## config.mk

```make
export PLATFORM = sky130hd
export DESIGN_NAME = mw_eeprom_slave
export DESIGN_NICKNAME = d
export VERILOG_FILES = /design/src/rtl/mw_eeprom_slave.sv
export SDC_FILE = /design/constraint.sdc
export NUM_CORES = 2
export LEC_CHECK = 0
export BUFFER_PORTS_ARGS = -buffer_cell sky130_fd_sc_hd__clkbuf_2
export CORE_MARGIN = 3
export CORE_UTILIZATION = 60
export CTS_BUF_LIST = sky130_fd_sc_hd__clkbuf_2 sky130_fd_sc_hd__clkbuf_4 sky130_fd_sc_hd__clkbuf_8
export CTS_CLUSTER_SIZE = 14
export DETAILED_ROUTE_END_ITERATION = 7
export GPL_ROUTABILITY_DRIVEN = 0
export PLACE_DENSITY = 0.75
export SETUP_SLACK_MARGIN = 0.05
export SLEW_MARGIN = 20
export SYNTH_ARGS = -nofsm -noshare
export SYNTH_HDL_FRONTEND = slang
export SYNTH_SLANG_ARGS = --single-unit
```

## constraint.sdc

```tcl
create_clock -name clk -period 9.4 [get_ports clk]
set_input_delay 0.94 -clock clk [delete_from_list [all_inputs] [get_ports clk]]
set_output_delay 0.94 -clock clk [all_outputs]
set_load 0.03 [all_outputs]
```

## src/rtl/mw_eeprom_slave.sv

```systemverilog
module mw_eeprom_slave #(
  parameter int ADDR_W = 6,
  parameter int WORD_W = 16
) (
  input  logic clk,
  input  logic rst_n,
  input  logic ctl_we,
  input  logic ctl_cs,
  input  logic ctl_sk,
  input  logic ctl_di,
  output logic dout
);
  localparam int DEPTH = 1 << ADDR_W;
  localparam int CNT_W = $clog2(WORD_W + ADDR_W + 2) + 1;
  localparam logic [CNT_W-1:0] CNT_MAX = '1;
  localparam logic [1:0] OP_RD = 2'b10;
  localparam logic [1:0] OP_WR = 2'b01;

  typedef enum logic [1:0] {PH_IDLE, PH_OPC, PH_ADDR, PH_DATA} phase_t;

  logic [WORD_W-1:0] mem [DEPTH];
  logic              cs_q, sk_q, start_q, dout_q;
  logic [1:0]        op_q;
  logic [ADDR_W-1:0] addr_q;
  logic [WORD_W-1:0] shreg, rdata;
  logic [CNT_W-1:0]  cnt;
  phase_t            phase;

  logic              cs_fall, sk_fall, rd_phase, commit;
  logic [WORD_W-1:0] sh_next, rd_shift;
  logic [CNT_W-1:0]  cnt_next;

  assign cs_fall  = ctl_we && !ctl_cs && cs_q;
  assign sk_fall  = ctl_we && ctl_cs && cs_q && sk_q && !ctl_sk;
  assign rd_phase = (phase == PH_DATA) && (op_q == OP_RD);
  assign commit   = cs_fall && (phase == PH_DATA) && (op_q == OP_WR);
  assign sh_next  = {shreg[WORD_W-2:0], ctl_di};
  assign cnt_next = (cnt == CNT_MAX) ? cnt : cnt + 1'b1;
  assign rd_shift = rdata << cnt;
  assign dout     = dout_q;

  always_ff @(posedge clk) begin
    if (!rst_n) begin
      for (int i = 0; i < DEPTH; i++) mem[i] <= '0;
    end else if (commit) begin
      mem[addr_q] <= shreg;
    end
  end

  always_ff @(posedge clk) begin
    if (!rst_n) begin
      cs_q <= 1'b0; sk_q <= 1'b0; start_q <= 1'b0; dout_q <= 1'b1;
      op_q <= '0; addr_q <= '0; shreg <= '0; rdata <= '0;
      cnt <= '0; phase <= PH_IDLE;
    end else if (ctl_we && (ctl_cs || cs_q)) begin
      cs_q <= ctl_cs;
      sk_q <= ctl_sk;
      if (cs_fall) begin
        sk_q <= 1'b0; start_q <= 1'b0; dout_q <= 1'b1;
        op_q <= '0; addr_q <= '0; shreg <= '0; rdata <= '0;
        cnt <= '0; phase <= PH_IDLE;
      end else if (sk_fall) begin
        if (!start_q) begin
          if (ctl_di) begin
            start_q <= 1'b1;
            cnt     <= '0;
            shreg   <= '0;
            phase   <= PH_OPC;
          end
        end else begin
          if (!rd_phase) begin
            shreg <= sh_next;
            cnt   <= cnt_next;
          end
          case (phase)
            PH_OPC: if (cnt_next == CNT_W'(2)) begin
              op_q  <= sh_next[1:0];
              shreg <= '0;
              cnt   <= '0;
              phase <= PH_ADDR;
            end
            PH_ADDR: if (cnt_next == CNT_W'(ADDR_W)) begin
              addr_q <= sh_next[ADDR_W-1:0];
              rdata  <= mem[sh_next[ADDR_W-1:0]];
              shreg  <= '0;
              cnt    <= '0;
              phase  <= PH_DATA;
              dout_q <= 1'b0;
            end
            PH_DATA: if (op_q == OP_RD) begin
              dout_q <= rd_shift[WORD_W-1];
              if (cnt > CNT_W'(WORD_W)) phase <= PH_IDLE;
              else cnt <= cnt + 1'b1;
            end
            default: ;
          endcase
        end
      end
    end
  end

  p_dummy_zero_r6: assert property (@(posedge clk) disable iff (!rst_n)
    (phase == PH_DATA && $past(phase) == PH_ADDR) |-> !dout_q);

  p_release_high_r9: assert property (@(posedge clk) disable iff (!rst_n)
    $fell(cs_q) |-> (dout_q && phase == PH_IDLE && !start_q));

  p_quiet_no_fall_r3: assert property (@(posedge clk) disable iff (!rst_n)
    (ctl_we && ctl_cs && cs_q && !(sk_q && !ctl_sk)) |=>
      ($stable(phase) && $stable(cnt) && $stable(dout_q) && $stable(shreg)));

  p_idle_until_start_r4: assert property (@(posedge clk) disable iff (!rst_n)
    !start_q |-> (phase == PH_IDLE && cnt == '0));

  p_read_bound_r7: assert property (@(posedge clk) disable iff (!rst_n)
    rd_phase |-> (cnt <= CNT_W'(WORD_W + 1)));

  p_no_we_still_r2: assert property (@(posedge clk) disable iff (!rst_n)
    !ctl_we |=> ($stable(cs_q) && $stable(sk_q) && $stable(dout_q)));
endmodule

```

After elaboration in Yosys (flattened, before gate mapping)
Memory sizes are Yosys's and may differ from the RTL's.
Cells that the tools add are included.
{"block": "totals", "reg_bits": 52, "latch_bits": 0, "ramBits": 1024, "romBits": 0, "input_bits": 6, "elab_cells": 118, "mem_count": 1}
{"block": "op_classes", "addsub": 1, "multipliers": 0, "div_mod_pow": 0, "order_cmp": 1, "n_eq_ne": 15, "shift": 1, "muxes": 61, "bitwise_logic": 0, "n_reduce_logical": 28}
{"memory": "mem", "depth": 64, "width": 16, "read_ports": 1, "rd_clocked_by_memory_dff": 0, "write_ports": 64, "line_no": "21", "text": "logic [WORD_W-1:0] mem [DEPTH];"}
{"op": "$mux 16", "n": 13}
{"op": "$mux 6", "n": 16}
{"op": "$pmux 16 s2", "n": 1}
{"op": "$mux 2", "n": 13}
{"op": "$pmux 6 s3", "n": 1}
{"op": "$reduce_or 16->1", "n": 1}
{"op": "$shl 16x6->16", "n": 1}
{"op": "$mux 1", "n": 15}
{"op": "$reduce_bool 2->1", "n": 6}
{"op": "$logic_and 1x1->1", "n": 10}
{"op": "$reduce_and 5->1", "n": 2}
{"op": "$ne 4x3->1 const B", "n": 2}
{"op": "$ne 4x4->1 const B", "n": 2}
{"op": "$reduce_and 8->1", "n": 1}
{"op": "$add 6x1->6 const B", "n": 1}
{"op": "$eq 2x2->1 const B", "n": 3}
{"op": "$eq 6x2->1 const B", "n": 1}
{"op": "$eq 6x3->1 const B", "n": 1}
{"op": "$eq 6x6->1 const B", "n": 1}
{"op": "$gt 6x5->1 const B", "n": 1}
{"op": "$pmux 2 s3", "n": 1}
{"op": "$reduce_and 6->1", "n": 1}
{"op": "$reduce_bool 3->1", "n": 2}
{"op": "$ne 5x1->1 const B", "n": 1}
{"op": "8 further kinds", "n": 10}

Depth between registers and ports, before layout
{"block": "logic_depth", "ltp_word": 10, "mapped_depth": 11, "depth_no_buf": 8}

Worst setup path before layout
OpenSTA, ideal clock, no wires.
{"block": "synth_path", "path_kind": "input-to-reg", "start": "in rst_n", "end": "mem mem[63][0] (enable)", "setup_time_ps": 411, "t_arrival_ps": 3308, "t_required_ps": 8989, "path_slack_ps": 5681, "path_stages": 7, "cell_sequence": "clkbuf_1 nand4b_1 nor3_2 nand3_1 clkbuf_1 clkbuf_1 o21ai_0"}
{"item": "start: declaration", "line_no": "6", "text": "input logic rst_n,"}
{"item": "end: declaration", "line_no": "21"}

Final worst setup path
{"block": "layout_path", "start": "in ctl_di", "end": "reg rdata[1]"}
{"block": "layout_via", "elab_chain_cells": 6}
{"item": "start: declaration", "line_no": "10", "text": "input logic ctl_di,"}
{"item": "$mem_v2 64x16"}
{"item": "$mux 16", "line_no": "82", "text": "PH_ADDR: if (cnt_next == CNT_W'(ADDR_W)) begin"}
{"item": "$mux 16", "line_no": "75", "text": "case (phase)"}
{"item": "$mux 16", "line_no": "63", "text": "if (!start_q) begin"}
{"item": "$mux 16", "line_no": "62", "text": "end else if (sk_fall) begin"}
{"item": "$mux 16", "line_no": "58", "text": "if (cs_fall) begin"}
{"item": "end signal: assignment", "line_no": "84", "text": "rdata <= mem[sh_next[ADDR_W-1:0]];"}
{"item": "end: declaration", "line_no": "25", "text": "logic [WORD_W-1:0] shreg, rdata;"}
Every way passes these cells. The select of a mux whose other input is x is not followed.
A chain may end at the register's enable or synchronous reset.

==> run summary <==
Die extent in x - 294 um
Vias in the first global route - 29.8k
Worst Setup SP - ctl_di
Post-DRT Antenna Nets - 0
Max rail drop VDD - 0.000119 V
Mapped Nets - 3490
WS Path Type - input pin to flip-flop
Main synth FF type - edfxtp_1
Post-DP Area - 0.0505 mm2
CP required - 10080 ps
Fin. max-slew vios - 0
Longest Clk Path Bufs - 3
Reg2reg start - phase[0]
Via count - 29.5k
Initial antenna violation count - 3
Mean post-synth cell area - 14.3 um2
LEAKAGE - 0.0184 uW
Nets@finish - 3434
First drt pass iteration count - 6
Fin util - 0.662
Worst Hold Class - input pin to flip-flop
Ports - 7
Max-Cap Viols - 0
Average routed wire per standard cell - 27.2 um
Status - complete, no violations
Clk pwr share - 0.392
Startpoint types - input pin
Final Non-Filler Cells - 4609
Cells after Synth - 3477
Relative slew margins - 0.216
Die area - 0.0862 mm2
Worst Clk Skew - 48.8 ps
Total setup buffers inserted after CTS - 0
Sw Share - 0.220
Post-cts sizing count - 0
CP endpoint kind - flip-flop
Num CTS Buffers - 171
R2r setup slk - 5690 ps
Final HPWL DP - 73.2 mm
Async set-reset flop share out of synthesis - 0
Iteration-0 DRC Markers - 3741
Number of flops mapped to enable cells by yosys - 1024
Hold Buf Count CTS - 0
H-tree Lvls - 4
Max frequency - 263 MHz
Synth Cell Area - 0.0496 mm2
Port buffer count - 6
Reg2Reg Depth - 7
Clock sink count - 1076
Sequential share of the synthesized area - 0.641
Int Pwr - 7640 uW
TNS Setup - 0 ps
Initial Util - 0.611
Vias per cell - 6.39
Arrival @ worst endpoint - 4480 ps
Remaining global-route overflow - 0
Combinational share of power - 0.044
Site row count - 104
NetSw - 2150 uW
Die Y-Extent - 294 um
Largest net degree at the start of global routing - 100
Clk_lat worst skew - 840 ps
CTS clk-pin slew, worst paths - 60 ps
Cell Pwr Density - 182 mW/mm2
Worst Tran Pin Value - 1170 ps
Hold Fails Final Rpt - 0
Reg power frac - 0.564
Final wirelength - 125 mm
Pwr Total - 9780 uW
Tmin final - 3800 ps
CTS tree - yes
DRC Markers - 0
Placed cell count - 4307
Library cells used by synthesis - 66
FF+latch count, synth - 1076
Tcrit/Tclk final - 0.404
Area grow syn2layout - 8.30%
GRT Util Overall - 0.295
Core area - 0.0812 mm2
Share of cells above drive strength 1 - 0.187
Critical R2R Capture - mem[56][4]
CTS root buf - clkbuf_8
RSZ-0062 raised after global routing - no
Synth Warn # - 0
Final setup fails - 0
First-pass GRT wire length - 188 mm
Worst Path Max Fanout - 74
Worst Setup EP - rdata[1]
Fin area - 0.0537 mm2
==> worst min-delay path by stage <==
stage | start | slack [ps] | endpoint | cells after the start
6_report | ctl_cs | 450 | cs_q | 3
5_1_grt | ctl_cs | 420 | cs_q | 3
4_1_cts | ctl_cs | 390 | cs_q | 3
3_5_place_dp | rdata[12] | 450 | rdata[12] | 2
3_3_place_gp | rdata[15] | 440 | rdata[15] | 2
2_1_floorplan | rdata[14] | 420 | rdata[14] | 2
==> sequential cells by signal, indices dropped and copies added (netlist names) <==
register / count
op_q: 2
mem: 1024
sk_q: 1
dout: 1
cs_q: 1
rdata: 16
phase: 2
shreg: 16
start_q: 1
addr_q: 6
cnt: 6
==> cell usage after synthesis, types with 20 or more instances <==
master / count / area (um2)
dfxtp_1: 52 / 1040
buf_2: 23 / 115
nor2_1: 87 / 327
nand2_1: 103 / 387
and2_1: 964 / 6030
mux2_2: 70 / 788
edfxtp_1: 1024 / 30700
nand3_1: 34 / 170
clkbuf_1: 278 / 1040
mux4_2: 169 / 3810
nand4_1: 30 / 188
a22oi_1: 85 / 638
nor3_1: 65 / 325
a31oi_1: 20 / 125
o21ai_0: 106 / 531
mux2i_1: 195 / 1950
==> kinds of logic after synthesis <==
kind of cell               Yosys count  synth area share
and+or+nand+nor                   1325             0.156
DFF                               1076             0.641
muxes                              435             0.132
buffers and inverters              349            0.0296
AOI/OAI and AO/OA                  283            0.0389
adders and majority gates            7           0.00177
xor gates and xnor gates             2          0.000505
==> cell type report <==
| class | instances | area (um2) |
|---|---|---|
| Multi-Input combinational cell | 2052 | 16400 |
| Inverter | 6 | 22.5 |
| Timing Repair Buffer | 114 | 883 |
| Clock buffer | 226 | 2800 |
| Antenna cell | 1 | 2.50 |
| Tap cell | 1060 | 1330 |
| Clock inverter | 74 | 425 |
| Fill cell | 5640 | 27500 |
| Sequential cell | 1076 | 31800 |
==> power by group through the flow <==
| stage | logic [uW] | registers (uW) | clock network (uW) |
|---|---|---|---|
| 4_1_cts | 428 | 5520 | 3860 |
| 2_1_floorplan | 301 | 5600 | 0 |
| 5_1_grt | 453 | 5540 | 4090 |
| 6_report | 428 | 5520 | 3830 |
| 3_3_place_gp | 420 | 5600 | 0 |
| 3_5_place_dp | 426 | 5620 | 0 |
==> cell usage in the layout (no fill, tap or decap), types with 14 or more instances in the layout <==
cell / instances
a22oi_1: 85
a221oi_1: 17
nand3_1: 34
clkbuf_8: 177
clkinv_1: 45
a22o_1: 16
mux4_2: 169
dfxtp_1: 36
buf_4: 106
o21ai_1: 57
mux2_2: 70
clkbuf_4: 49
edfxtp_1: 1024
mux2i_1: 195
nor2_1: 75
nand4_1: 30
a31oi_1: 20
and2_1: 962
o21ai_0: 42
clkinv_2: 14
nand2_1: 103
nor3_1: 65
==> per-layer routing <==
layer / share of wire / wire length (um) / vias up / track usage
li1: - / - / 12700 / -
met1: 0.38 / 47500 / 14800 / 0.407
met2: 0.47 / 58900 / 1676 / 0.463
met3: 0.11 / 14100 / 312 / 0.0697
met4: 0.039 / 4940 / 0 / 0.115
met5: 0 / 0 / - / 0
==> per-stage QoR <==
stage / setup slack [ps] / hold slack (ps)
2_1_floorplan: 5680 / 420
3_3_place_gp: 4770 / 438
3_5_place_dp: 4760 / 452
4_1_cts: 5640 / 386
5_1_grt: 5470 / 424
6_report: 5600 / 445
==> worst max-delay path, cell delays in order <==
cell	delay, ps
buf_8	560
buf_4	830
mux4_2	600
mux2_2	310
a22oi_1	380
nand4_1	450
nand2_1	210
o21ai_0	100
Power figures use the tool's default switching activity.
